**config.mk**
```make
export PLATFORM = sky130hd
export DESIGN_NAME = dac_update_ctrl
export DESIGN_NICKNAME = d
export VERILOG_FILES = /design/src/rtl/dacu_pkg.sv /design/src/rtl/dacu_gate_sync.sv /design/src/rtl/dacu_event_sel.sv /design/src/rtl/dacu_chan_buf.sv /design/src/rtl/dac_update_ctrl.sv
export SDC_FILE = /design/constraint.sdc
export NUM_CORES = 1
export LEC_CHECK = 0
export BUFFER_PORTS_ARGS = -buffer_cell sky130_fd_sc_hd__buf_2
export CAP_MARGIN = 20
export CELL_PAD_IN_SITES_DETAIL_PLACEMENT = 1
export CELL_PAD_IN_SITES_GLOBAL_PLACEMENT = 2
export CORE_ASPECT_RATIO = 1.4
export CORE_MARGIN = 4
export CORE_UTILIZATION = 37
export CTS_CLUSTER_DIAMETER = 40
export CTS_CLUSTER_SIZE = 40
export DETAILED_ROUTE_END_ITERATION = 8
export PLACE_DENSITY = 0.87
export SYNTH_ARGS = -nofsm -noshare
export SYNTH_HDL_FRONTEND = slang
export SYNTH_SLANG_ARGS = --single-unit
```
**constraint.sdc**
```tcl
create_clock -name clk -period 3.2 [get_ports clk]
set_clock_uncertainty 0.1 [all_clocks]
set_input_delay 0.32 -clock clk [delete_from_list [all_inputs] [get_ports clk]]
set_output_delay 0.32 -clock clk [all_outputs]
set_load 0.1 [all_outputs]
```
**src/rtl/dacu_pkg.sv**
```systemverilog
package dacu_pkg;
  localparam int DATA_W = 16;
  localparam int CODE_W = 12;
  localparam int NCH    = 2;
  localparam int SEL_W  = (NCH > 1) ? $clog2(NCH) : 1;
  localparam int RSV_LO = CODE_W + SEL_W;

  typedef enum logic [1:0] {
    UPD_DIRECT = 2'd0,
    UPD_TIMER  = 2'd1,
    UPD_GATE   = 2'd2,
    UPD_PACER  = 2'd3
  } upd_mode_e;

  // reserved field must be all zero
  function automatic logic word_ok(input logic [DATA_W-1:0] w);
    return w[DATA_W-1:RSV_LO] == '0;
  endfunction

  function automatic logic [SEL_W-1:0] word_ch(input logic [DATA_W-1:0] w);
    return w[RSV_LO-1:CODE_W];
  endfunction

  function automatic logic [CODE_W-1:0] word_code(input logic [DATA_W-1:0] w);
    return w[CODE_W-1:0];
  endfunction
endpackage

```
**src/rtl/dacu_gate_sync.sv**
```systemverilog
module dacu_gate_sync #(
  parameter int STAGES = 2
) (
  input  logic clk,
  input  logic rst_n,
  input  logic gate_in,
  output logic gate_rise
);
  // sh[STAGES-1] is the synchronised level, sh[STAGES] its delayed copy
  logic [STAGES:0] sh;

  always_ff @(posedge clk or negedge rst_n) begin
    if (!rst_n) sh <= '0;
    else        sh <= {sh[STAGES-1:0], gate_in};
  end

  assign gate_rise = sh[STAGES-1] & ~sh[STAGES];

  // an edge is a single-cycle pulse
  a_r7_rise_single: assert property (@(posedge clk) disable iff (!rst_n)
    gate_rise |=> !gate_rise);
endmodule

```
**src/rtl/dacu_event_sel.sv**
```systemverilog
module dacu_event_sel
  import dacu_pkg::*;
(
  input  logic [1:0] mode,
  input  logic       tmr_ovf,
  input  logic       gate_rise,
  input  logic       pacer_tick,
  output logic       upd_evt,
  output logic       direct
);
  always_comb begin
    upd_evt = 1'b0;
    direct  = 1'b0;
    unique case (upd_mode_e'(mode))
      UPD_DIRECT: direct  = 1'b1;
      UPD_TIMER:  upd_evt = tmr_ovf;
      UPD_GATE:   upd_evt = gate_rise;
      UPD_PACER:  upd_evt = pacer_tick;
      default:    upd_evt = 1'b0;
    endcase
  end

  // direct mode and a hardware event never coexist
  always_comb begin
    a_r4_no_evt_direct: assert (!(direct && upd_evt));
  end
endmodule

```
**src/rtl/dacu_chan_buf.sv**
```systemverilog
module dacu_chan_buf #(
  parameter int CODE_W = 12
) (
  input  logic              clk,
  input  logic              rst_n,
  input  logic              wr_hit,
  input  logic [CODE_W-1:0] wr_code,
  input  logic              direct,
  input  logic              upd_evt,
  output logic [CODE_W-1:0] out_code,
  output logic              pend
);
  logic [CODE_W-1:0] buf_q;

  always_ff @(posedge clk or negedge rst_n) begin
    if (!rst_n) begin
      buf_q    <= '0;
      out_code <= '0;
      pend     <= 1'b0;
    end else if (wr_hit && direct) begin
      buf_q    <= wr_code;
      out_code <= wr_code;
      pend     <= 1'b0;
    end else begin
      if (upd_evt && pend) out_code <= buf_q;   // old buffer moves
      if (wr_hit) begin                          // new code waits
        buf_q <= wr_code;
        pend  <= 1'b1;
      end else if (upd_evt) begin
        pend  <= 1'b0;
      end
    end
  end

  // output only moves on an event or a direct write
  a_r4_out_hold: assert property (@(posedge clk) disable iff (!rst_n)
    (!upd_evt && !(wr_hit && direct)) |=> $stable(out_code));
  // a buffered write leaves the channel pending
  a_r6_pend_set: assert property (@(posedge clk) disable iff (!rst_n)
    (wr_hit && !direct) |=> pend);
  // an event without a colliding write empties the channel
  a_r5_pend_clear: assert property (@(posedge clk) disable iff (!rst_n)
    (upd_evt && !wr_hit) |=> !pend);
endmodule

```
**src/rtl/dac_update_ctrl.sv**
```systemverilog
module dac_update_ctrl
  import dacu_pkg::*;
(
  input  logic              clk,
  input  logic              rst_n,
  input  logic              wr_en,
  input  logic [DATA_W-1:0] wr_data,
  input  logic [1:0]        upd_mode,
  input  logic              tmr_ovf,
  input  logic              ext_gate,
  input  logic              pacer_tick,
  output logic [CODE_W-1:0] dac0_out,
  output logic [CODE_W-1:0] dac1_out,
  output logic              buf_pending,
  output logic              word_err
);
  logic              gate_rise;
  logic              upd_evt;
  logic              direct;
  logic              w_ok;
  logic [SEL_W-1:0]  w_ch;
  logic [CODE_W-1:0] w_code;
  logic [NCH-1:0]    pend;
  logic [CODE_W-1:0] outs [NCH];

  assign w_ok   = word_ok(wr_data);
  assign w_ch   = word_ch(wr_data);
  assign w_code = word_code(wr_data);

  dacu_gate_sync #(.STAGES(2)) u_gate (
    .clk(clk), .rst_n(rst_n), .gate_in(ext_gate), .gate_rise(gate_rise)
  );

  dacu_event_sel u_evt (
    .mode(upd_mode), .tmr_ovf(tmr_ovf), .gate_rise(gate_rise),
    .pacer_tick(pacer_tick), .upd_evt(upd_evt), .direct(direct)
  );

  for (genvar i = 0; i < NCH; i++) begin : g_ch
    logic hit;
    assign hit = wr_en && w_ok && (w_ch == SEL_W'(i));
    dacu_chan_buf #(.CODE_W(CODE_W)) u_buf (
      .clk(clk), .rst_n(rst_n), .wr_hit(hit), .wr_code(w_code),
      .direct(direct), .upd_evt(upd_evt), .out_code(outs[i]), .pend(pend[i])
    );
  end

  always_ff @(posedge clk or negedge rst_n) begin
    if (!rst_n) word_err <= 1'b0;
    else        word_err <= wr_en && !w_ok;
  end

  assign dac0_out    = outs[0];
  assign dac1_out    = outs[1];
  assign buf_pending = |pend;

  // rejected word leaves the outputs alone and flags an error
  a_r2_bad_no_touch: assert property (@(posedge clk) disable iff (!rst_n)
    (wr_en && !w_ok && !upd_evt) |=> ($stable(dac0_out) && $stable(dac1_out)));
  a_r2_bad_flag: assert property (@(posedge clk) disable iff (!rst_n)
    (wr_en && !w_ok) |=> word_err);
  // an event with no write leaves nothing pending
  a_r5_all_moved: assert property (@(posedge clk) disable iff (!rst_n)
    (upd_evt && !wr_en) |=> !buf_pending);
endmodule

```
==> reports/results.txt <==
Antenna Nets Post-Route - 0
Achievable Freq - 530 MHz
clk_lat worst skew - 0.30 ns
Seq pwr share - 36.8%
FF-to-FF Start - u_gate.sh[2]
final hold vios - 0
Final Cycle Share - 59.0%
Initial DRC Count - 75
Commonest cells post-synth - dfrtp_1, mux2_2, a21oi_1, nor2_1, o22ai_1
Hold EP - u_gate.sh[0]
top_reg_cell synth - dfrtp_1
RR Endpoint - g_ch[1].u_buf.out_code[5]
RSZ-0062 raised after global routing - false
Reg2Reg Setup Slack - 1.39 ns
asr flop ratio synth - 100%
# port buffers - 49
die outline height - 100 um
final net count - 255
Adder-Cell Fraction of Synth Area - 0%
fin util - 45.0%
Final Setup Violations - 0
routed len/inst - 17.6 um
Worst Max-Slew Pin Slew - 0.886 ns
switching fraction of total power - 52.0%
FF-to-FF path depth - 4
Max VDD drop - 579 uV
CTS root buffer - clkbuf_8
mux contribution to synthesized area - 13.4%
sw power - 1.38 mW
Post-synth EDFFs - 0
cell leakage power - 1.32 nW
hold path start - ext_gate
Bufs and invs on worst path - 1
Synth top area share - 60.4%
initial antenna violation count - 0
Final HPWL DP - 3850 um
Slew headroom - 40.7%
H-tree levels - 2
Fin Setup TNS - 0 ns
register area share after synthesis - 60.4%
Max Slew Vio Count - 0
Post-Syn Area - 2240 sq um
std cell rows - 33
GRT Total Usage - 15.5%
count of cell types in the netlist - 30
critical path class - input pin to register
CTS max path bufs - 2
Critical Path Fanout Max - 16
Starting Density - 38.2%
Worst Path Arrival - 1.97 ns
CTS Buf Count - 5
Max Cap Viol - 0
simple-gate share of the synthesized area - 9.84%
largest net degree at the start of global routing - 31
GPL Wtd Cong - 0.677
Clock transition at path regs - 0.09 ns
DRC viols - 0
Yosys Warn Count - 0
Total Power - 2.65 mW
Ant. Diodes - 0
clock tree from TritonCTS - built
crit-path cells - buf_2 > nor4b_4 > nand3_1 > and3_1 > a221o_1
Die W - 73.7 um
cell taking the most area after synthesis - dfrtp_1
Worst setup EP type - register
vias - 1,621
Num Clock Sinks - 54
first-pass GRT wire length - 8650 um
core area - 5860 sq um
hold slack - 0.0192 ns
CP startpoint kind - input pin
HP Class - input pin to register
PostCTS Resize Cnt - 0
Post-Route WL - 5300 um
WHS Path Cells - 1
CP peak stage delay - 0.50 ns
Avg Cell Area, Syn - 12.4 sq um
Comb power frac - 48.7%
internal power - 1.27 mW
die area - 7370 sq um
clock power share - 14.5%
vias in the first global route - 1,723
layout cells sized above 1 - 37.5%
largest family of logic cells by synthesized area - compound AO/OA/AOI/OAI gates
required time worst endpoint - 3.29 ns
Layout Area Growth over Synthesis - 18.0%
Overflow after GRT - 0
average via count per standard cell - 5.37
Slowest-stage cell, CP - nand3_1
largest cells by area after synthesis - dfrtp_1, mux2_2, a21oi_1
Final Critical Period - 1.89 ns
FF+latch count, synth - 54
post-synthesis xor/xnor area fraction - 0%
IO Count - 50
count leader, synth - dfrtp_1
Pre-antenna DRT Iters - 4
Cells after Synth - 180
power per standard cell area - 1010 nW/um^2
Worst path top cell family by delay - simple AND/OR/NAND/NOR gates
status - completed
# Post-CTS Setup Buffers - 0
Mapped Nets - 204
post-synthesis compound-gate area fraction - 13.7%
## sequential cells by signal, indices dropped and copies added (netlist names)
register             cells
g_ch.u_buf.buf_q        24
g_ch.u_buf.out_code     24
u_gate.sh                3
g_ch.u_buf.pend          2
word_err                 1
## through the flow
step	worst slack, ns	instance area [sq um]	instances
2_1_floorplan	1.61	2240	180
3_3_place_gp	1.04	2540	293
3_5_place_dp	0.962	2540	293
4_1_cts	1.27	2640	302
5_1_grt	1.14	2640	302
6_report	1.31	2640	302
## cells by family after synthesis
kind of cell,count (synthesis)
AND/OR/NAND/NOR,41
flip-flops,54
buffers and inverters,12
multiplexers,27
AO/OA/AOI/OAI,46
## routing by layer
layer / part of all wire [%] / global-route usage (%) / vias up
li1: - / - / 748
met1: 41 / 18.5 / 829
met2: 54 / 27.4 / 39
met3: 4.6 / 3.51 / 5
met4: 1.2 / 4.18 / 0
met5: 0 / 0 / -
## how the worst max path moves through the flow
stage,start,end,depth (start not counted)
2_1_floorplan,wr_data[14],g_ch[0].u_buf.buf_q[10],4
3_3_place_gp,wr_data[14],g_ch[1].u_buf.out_code[5],5
3_5_place_dp,wr_data[14],g_ch[1].u_buf.out_code[5],5
4_1_cts,wr_data[14],g_ch[1].u_buf.out_code[5],5
5_1_grt,wr_data[14],g_ch[1].u_buf.out_code[5],5
6_report,wr_data[14],g_ch[1].u_buf.out_code[5],5
## cell usage in the layout, fill, tap and decap left out, drive strengths merged
master,synthesis,final
a21bo,1,1
and2,2,2
nand2,8,8
mux2,24,24
and3,4,4
dlygate4sd3,0,1
nor2b,1,1
nor3b,1,1
and2b,1,1
nor4b,1,1
o21ai,1,1
clkinv,0,1
o31a,1,1
o211a,1,1
clkbuf,2,7
nor2,15,15
o211ai,2,2
a21oi,20,20
buf,5,50
a21o,4,4
a22o,3,3
dfrtp,54,54
a221o,4,4
or2,1,1
nand3,1,1
o22ai,9,9
mux2i,3,3
nor3,6,6
inv,5,5
## area by class of cell
cell class | count | area, sq um
clock inverter | 1 | 5.00
inverter | 5 | 18.8
timing repair buffer | 51 | 263
fill | 654 | 3220
clock buffer | 7 | 86.3
tap | 70 | 87.6
multi-input combinational | 114 | 827
sequential | 54 | 1350
## power by group through the flow
stage	clock, mW	sequential (mW)	combinational [mW]
floorplan	0	1.85	0.206
global placement	0	0.985	1.28
detailed placement	0	0.992	1.30
CTS	0.398	0.979	1.31
global route	0.425	1.00	1.34
finish	0.385	0.976	1.29
## worst register-to-register path: stages, from the launching register on
cell and delay [ns]:
dfrtp_1 0.39, nor3b_2 0.30, o211ai_2 0.33, and3_1 0.30
a221o_1 0.27
## what timing repair did
| item | 4_1_cts | 5_1_grt |
|---|---|---|
| hold buffers | 1 | 0 |
| setup endpoints to repair | 0 | 0 |
| hold endpoints to repair | 29 | 0 |
(Power assumes the default switching activity.)
